### src/rtl/rep_pkg.sv
package rep_pkg;
  typedef enum logic [0:0] {
    SEQ_IDLE = 1'b0,
    SEQ_RUN  = 1'b1
  } seq_state_e;

  localparam int CAUSE_W   = 2;
  localparam int CAUSE_CNT = 0;
  localparam int CAUSE_ZF  = 1;
endpackage

### src/rtl/rep_cnt_unit.sv
module rep_cnt_unit #(
  parameter int CNT_W    = 32,
  parameter int NARROW_W = 16
) (
  input  logic             clk,
  input  logic             rst_n,
  input  logic             load_i,
  input  logic [CNT_W-1:0] init_i,
  input  logic             wide_i,
  input  logic             dec_i,
  output logic [CNT_W-1:0] cnt_o,
  output logic             load_zero_o,
  output logic             dec_zero_o
);
  localparam logic [CNT_W-1:0] ONE = {{(CNT_W-1){1'b0}}, 1'b1};

  function automatic logic [CNT_W-1:0] size_mask(input logic [CNT_W-1:0] v,
                                                 input logic w);
    logic [CNT_W-1:0] m;
    m = '0;
    m[NARROW_W-1:0] = '1;
    return w ? v : (v & m);
  endfunction

  function automatic logic [CNT_W-1:0] step_down(input logic [CNT_W-1:0] v);
    return v - ONE;
  endfunction

  logic [CNT_W-1:0] init_eff;
  logic [CNT_W-1:0] cnt_q;

  assign init_eff = size_mask(init_i, wide_i);

  always_ff @(posedge clk) begin
    if (!rst_n)      cnt_q <= '0;
    else if (load_i) cnt_q <= init_eff;
    else if (dec_i)  cnt_q <= step_down(cnt_q);
  end

  assign cnt_o       = cnt_q;
  assign load_zero_o = (init_eff == '0);
  assign dec_zero_o  = (step_down(cnt_q) == '0);
endmodule

### src/rtl/rep_stop_eval.sv
module rep_stop_eval
  import rep_pkg::*;
(
  input  logic               flag_op_i,
  input  logic               pfx_lsb_i,
  input  logic               zf_i,
  input  logic               cnt_zero_i,
  output logic [CAUSE_W-1:0] cause_o,
  output logic               stop_o
);
  function automatic logic zf_mismatch(input logic flag_op, input logic pfx,
                                       input logic zf);
    return flag_op && (zf != pfx);
  endfunction

  always_comb begin
    cause_o            = '0;
    cause_o[CAUSE_CNT] = cnt_zero_i;
    cause_o[CAUSE_ZF]  = zf_mismatch(flag_op_i, pfx_lsb_i, zf_i);
    stop_o             = |cause_o;
  end
endmodule

### src/rtl/rep_seq_fsm.sv
module rep_seq_fsm
  import rep_pkg::*;
(
  input  logic               clk,
  input  logic               rst_n,
  input  logic               start_i,
  input  logic               pfx_lsb_i,
  input  logic               flag_op_i,
  input  logic               wide_i,
  input  logic               load_zero_i,
  input  logic               step_done_i,
  input  logic               stop_i,
  input  logic [CAUSE_W-1:0] cause_i,
  output logic               busy_o,
  output logic               step_req_o,
  output logic               done_o,
  output logic [CAUSE_W-1:0] cause_o,
  output logic               load_o,
  output logic               step_fire_o,
  output logic               pfx_q_o,
  output logic               flag_q_o,
  output logic               wide_q_o
);
  seq_state_e         state_q;
  logic               done_q;
  logic [CAUSE_W-1:0] cause_q;
  logic               pfx_q, flag_q, wide_q;

  assign load_o      = (state_q == SEQ_IDLE) && start_i;
  assign step_fire_o = (state_q == SEQ_RUN) && step_done_i;

  always_ff @(posedge clk) begin
    if (!rst_n) begin
      state_q <= SEQ_IDLE;
      done_q  <= 1'b0;
      cause_q <= '0;
      pfx_q   <= 1'b0;
      flag_q  <= 1'b0;
      wide_q  <= 1'b0;
    end else begin
      done_q <= 1'b0;
      if (load_o) begin
        pfx_q  <= pfx_lsb_i;
        flag_q <= flag_op_i;
        wide_q <= wide_i;
        if (load_zero_i) begin
          done_q             <= 1'b1;
          cause_q            <= '0;
          cause_q[CAUSE_CNT] <= 1'b1;
        end else begin
          state_q <= SEQ_RUN;
          cause_q <= '0;
        end
      end else if (step_fire_o && stop_i) begin
        state_q <= SEQ_IDLE;
        done_q  <= 1'b1;
        cause_q <= cause_i;
      end
    end
  end

  assign busy_o     = (state_q == SEQ_RUN);
  assign step_req_o = (state_q == SEQ_RUN);
  assign done_o     = done_q;
  assign cause_o    = cause_q;
  assign pfx_q_o    = pfx_q;
  assign flag_q_o   = flag_q;
  assign wide_q_o   = wide_q;
endmodule

### src/rtl/rep_string_ctrl.sv
module rep_string_ctrl
  import rep_pkg::*;
#(
  parameter int CNT_W    = 32,
  parameter int NARROW_W = 16
) (
  input  logic               clk,
  input  logic               rst_n,
  input  logic               start_i,
  input  logic               pfx_lsb_i,
  input  logic               flag_op_i,
  input  logic [CNT_W-1:0]   cnt_init_i,
  input  logic               wide_cnt_i,
  output logic               step_req_o,
  input  logic               step_done_i,
  input  logic               step_zf_i,
  output logic [CNT_W-1:0]   cnt_o,
  output logic               busy_o,
  output logic               done_o,
  output logic [CAUSE_W-1:0] cause_o
);
  // named internal events, used by the bound checker
  logic               load_fire;
  logic               step_fire;
  logic               init_zero;
  logic               dec_zero;
  logic               stop_now;
  logic [CAUSE_W-1:0] cause_now;
  logic               cfg_pfx, cfg_flag, cfg_wide;

  rep_cnt_unit #(.CNT_W(CNT_W), .NARROW_W(NARROW_W)) cnt_i (
    .clk         (clk),
    .rst_n       (rst_n),
    .load_i      (load_fire),
    .init_i      (cnt_init_i),
    .wide_i      (wide_cnt_i),
    .dec_i       (step_fire),
    .cnt_o       (cnt_o),
    .load_zero_o (init_zero),
    .dec_zero_o  (dec_zero)
  );

  rep_stop_eval stop_i (
    .flag_op_i  (cfg_flag),
    .pfx_lsb_i  (cfg_pfx),
    .zf_i       (step_zf_i),
    .cnt_zero_i (dec_zero),
    .cause_o    (cause_now),
    .stop_o     (stop_now)
  );

  rep_seq_fsm fsm_i (
    .clk         (clk),
    .rst_n       (rst_n),
    .start_i     (start_i),
    .pfx_lsb_i   (pfx_lsb_i),
    .flag_op_i   (flag_op_i),
    .wide_i      (wide_cnt_i),
    .load_zero_i (init_zero),
    .step_done_i (step_done_i),
    .stop_i      (stop_now),
    .cause_i     (cause_now),
    .busy_o      (busy_o),
    .step_req_o  (step_req_o),
    .done_o      (done_o),
    .cause_o     (cause_o),
    .load_o      (load_fire),
    .step_fire_o (step_fire),
    .pfx_q_o     (cfg_pfx),
    .flag_q_o    (cfg_flag),
    .wide_q_o    (cfg_wide)
  );
endmodule

### config.mk
export PLATFORM = sky130hd
export DESIGN_NAME = rep_string_ctrl
export DESIGN_NICKNAME = d
export VERILOG_FILES = /design/src/rtl/rep_pkg.sv /design/src/rtl/rep_cnt_unit.sv /design/src/rtl/rep_stop_eval.sv /design/src/rtl/rep_seq_fsm.sv /design/src/rtl/rep_string_ctrl.sv
export SDC_FILE = /design/constraint.sdc
export NUM_CORES = 1
export LEC_CHECK = 0
export BUFFER_PORTS_ARGS = -buffer_cell sky130_fd_sc_hd__buf_4
export CAP_MARGIN = 15
export CORE_MARGIN = 2
export CORE_UTILIZATION = 51
export CTS_CLUSTER_SIZE = 30
export DETAILED_ROUTE_END_ITERATION = 8
export PLACE_DENSITY = 0.76
export SETUP_SLACK_MARGIN = 0.3
export SYNTH_ARGS = -nofsm -noshare
export SYNTH_HDL_FRONTEND = slang
export SYNTH_HIERARCHICAL = 1
export SYNTH_SLANG_ARGS = --single-unit
### constraint.sdc
create_clock -name clk -period 4.5 [get_ports clk]
set_clock_uncertainty 0.2 [all_clocks]
set_input_delay 0.9 -clock clk [delete_from_list [all_inputs] [get_ports clk]]
set_output_delay 0.9 -clock clk [all_outputs]
set_load 0.02 [all_outputs]
==> impl_summary.log <==
[metrics] run status: finished, final reports clean
[metrics] Worst Path Class, Setup: reg -> reg
[metrics] ports placed on the boundary: 77
[metrics] peak supply drop: ~0.18 mV
[metrics] Max Cap Violations: 0
[metrics] number of clock buffers inserted by TritonCTS: 5
[metrics] Clock Power Share: 0.255
[metrics] max-slew headroom at the worst pin: 0.539
[metrics] Switching Power: 0.000298 W
[metrics] post-synthesis instance area: ~2400 um2
[metrics] utilization of the core after routing: 0.675
[metrics] TritonCTS clock tree: done
[metrics] row cnt: 24
[metrics] origin of the critical flop-to-flop path: cnt_i/cnt_o[10]$_SDFFE_PN0P_
[metrics] setup fix buffers added after clock tree synthesis: 0
[metrics] share of cells above drive strength 1: 0.273
[metrics] internal power component: about 0.00060 W
[metrics] Remaining DRCs: 0
[metrics] period utilization: 0.768
[metrics] final critical-path required period: about 3.5 ns
[metrics] end point of the most critical hold path: fsm_i/pfx_q_o$_SDFFE_PN0P_
[metrics] Die Height: 72.7 um
[metrics] GRT Total Usage: 0.253
[metrics] Leak Pwr: ~1.2 nW
[metrics] violation count after the first detailed-route iteration: between 150 and 200
[metrics] aggregate negative setup slack: 0 ns
[metrics] die extent in x: between 70 and 80 um
[metrics] Total Nets Final: 409
[metrics] number of nets produced by synthesis: 345
[metrics] placed wire-length estimate: 4.81 mm
[metrics] H-tree levels: 2
[metrics] RePlAce Congestion: between 0.9 and 1
[metrics] kind of end point of the critical path: flip-flop
[metrics] detailed-route wire length per cell: 15.5 um
[metrics] aggregate routed wire length: roughly 6.5 mm
[metrics] clock tree root driver cell: sky130_fd_sc_hd__clkbuf_8
[metrics] endpoint arrival time on the critical path: 3.44 ns
[metrics] sequential group share of total power: 0.443
[metrics] M1 WL: approximately 3 mm
[metrics] met3 layer wire length in the routed design: around 320 um
[metrics] first-pass GRT wire length: about 11 mm
[metrics] hold violation total from the final report: 0
[metrics] Max Clock Freq: 289 MHz
[metrics] worst-skew pair later-pin latency: 0.28 ns
[metrics] Initial DRT Pass Iterations: 4
[metrics] starting density of the core: 0.541
[metrics] CP Max Fanout: 8
[metrics] number of slew-limit violations in the final report: 0
[metrics] top layer used by detailed routing: met4
[metrics] Hold Path Cell Cnt: 2
[metrics] Min-Delay Path Class: reg -> reg
[metrics] number of vias per cell: roughly 5.7
[metrics] power density over cell area: around 300 nW/um2
[metrics] count of warnings emitted by yosys: 6
[metrics] Slew @ Worst Pin: 0.691 ns
[metrics] hold path startpoint: fsm_i/pfx_q_o$_SDFFE_PN0P_
[metrics] power share of the combinational group: 0.302
[metrics] count of hold buffers inserted by post-cts repair: 0
[metrics] synthesized netlist cell count: between 300 and 400
[metrics] register clock-pin slew on the reported worst setup and hold paths: approximately 0.070 ns
[metrics] CTS sink cnt: 38
[metrics] Worst setup SP type: flip-flop
[metrics] number of global-route vias before repair: 2277
[metrics] total global routing overflow: 0
[metrics] setup repair after global routing missed its margin: false
[metrics] input/output buffers: 76
[metrics] core box area: roughly 4400 um2
[metrics] setup slack, reg-to-reg: 1.04 ns
[metrics] number of buffers on the longest clock path: 2
[metrics] count of final setup violators: 0
[metrics] required time at the endpoint of the critical path: 4.48 ns
[metrics] Detail Route met2 WL: between 3 and 4 mm
[metrics] net switching share of the total power: 0.331
[metrics] via count of the routed design: 2374
[metrics] area of the die: about 5300 um2
[metrics] Antenna Nets Post-Route: 0
[metrics] pin count of the biggest net entering global routing: 34
[metrics] Reg2Reg Depth: 10
[metrics] Crit Reg-Reg Endpoint: fsm_i/busy_o$_SDFFE_PN0P_
[metrics] synth-to-layout area growth: 24.8%
[metrics] Gates resized, CTS repair: 0
[metrics] antenna violations before repair: 0
[metrics] number of diodes added for antenna fixing: 0
[metrics] average instance area after synthesis: roughly 7.9 um2
==> metrics by stage <==
stage | cell area, um2 | instances | total power (W) | hold slack [ns] | worst slack, ns
floorplan | 2400 | 303 | 0.000583 | 0.244 | 1.23
global placement | 2920 | 412 | 0.000669 | 0.253 | 1.13
detailed placement | 2920 | 412 | 0.000673 | 0.257 | 1.04
CTS | 3000 | 418 | 0.000901 | 0.267 | 1.02
global route | 3000 | 418 | 0.000944 | 0.278 | 0.773
finish | 3000 | 418 | 0.000899 | 0.265 | 1.04
==> cells in the final DEF (no fill, tap or decap), drive strengths merged, types with 2 or more instances in the layout <==
master	instances
a21boi	4
a21oi	13
a31oi	2
and2	15
buf	76
clkbuf	6
dfxtp	38
ha	2
inv	6
mux2i	2
nand2	52
nand3	11
nand4	5
nor2	13
nor3	15
nor3b	2
nor4	18
o211a	4
o21ai	24
or3	2
or4	7
xnor2	22
xor2	15
==> worst max-delay path, cell delays in order, from the launching register on <==
cell and delay [ns]:
sky130_fd_sc_hd__dfxtp_1 0.36, sky130_fd_sc_hd__or4_4 0.60, sky130_fd_sc_hd__or4_4 0.57, sky130_fd_sc_hd__nor4_1 0.31
sky130_fd_sc_hd__xnor2_1 0.15, sky130_fd_sc_hd__o21ai_0 0.11, sky130_fd_sc_hd__nor4_1 0.40, sky130_fd_sc_hd__a21o_1 0.15
sky130_fd_sc_hd__nand3_1 0.19, sky130_fd_sc_hd__o2bb2ai_1 0.17, sky130_fd_sc_hd__and2_1 0.15
==> worst max-delay path by stage <==
| stage | from | endpoint | slack [ns] | cells after the start |
|---|---|---|---|---|
| 5_1_grt | cnt_i/cnt_o[10]$_SDFFE_PN0P_ | fsm_i/busy_o$_SDFFE_PN0P_ | 0.77 | 10 |
| 6_report | cnt_i/cnt_o[10]$_SDFFE_PN0P_ | fsm_i/busy_o$_SDFFE_PN0P_ | 1.04 | 10 |
| 3_3_place_gp | cnt_i/cnt_o[10]$_SDFFE_PN0P_ | fsm_i/busy_o$_SDFFE_PN0P_ | 1.13 | 10 |
| 4_1_cts | cnt_i/cnt_o[10]$_SDFFE_PN0P_ | fsm_i/busy_o$_SDFFE_PN0P_ | 1.02 | 10 |
| 3_5_place_dp | cnt_i/cnt_o[10]$_SDFFE_PN0P_ | fsm_i/busy_o$_SDFFE_PN0P_ | 1.04 | 10 |
| 2_1_floorplan | cnt_i/cnt_o[10]$_SDFFE_PN0P_ | fsm_i/busy_o$_SDFFE_PN0P_ | 1.23 | 11 |
==> registers in the layout, indices dropped and copies added (netlist names) <==
register,flops
cnt_i/cnt_o,32
fsm_i/cause_o,2
fsm_i/busy_o,1
fsm_i/done_o,1
fsm_i/flag_q_o,1
fsm_i/pfx_q_o,1
==> metal layers <==
layer / vias up / track usage
met5: - / 0
met3: 14 / 0.0497
met4: 0 / 0.0885
met2: 77 / 0.410
met1: 1098 / 0.336
li1: 1185 / -
==> power groups by stage <==
| stage | Sequential (W) | Combinational [W] | Clock, W |
|---|---|---|---|
| final | 0.000398 | 0.000271 | 0.000230 |
| after global routing | 0.000402 | 0.000296 | 0.000246 |
| after CTS | 0.000397 | 0.000270 | 0.000233 |
| after detailed placement | 0.000405 | 0.000268 | 0 |
| after global placement | 0.000403 | 0.000266 | 0 |
| after floorplan | 0.000421 | 0.000162 | 0 |
==> cell type report <==
class                           instances  area [um2]
Multi-Input combinational cell        240        1490
Inverter                                6        27.5
Sequential cell                        38         761
Tap cell                               52        65.1
Fill cell                             398        1450
Timing Repair Buffer                   76         571
Clock buffer                            6        82.6
No activity file was read; power rests on OpenSTA's default activity.
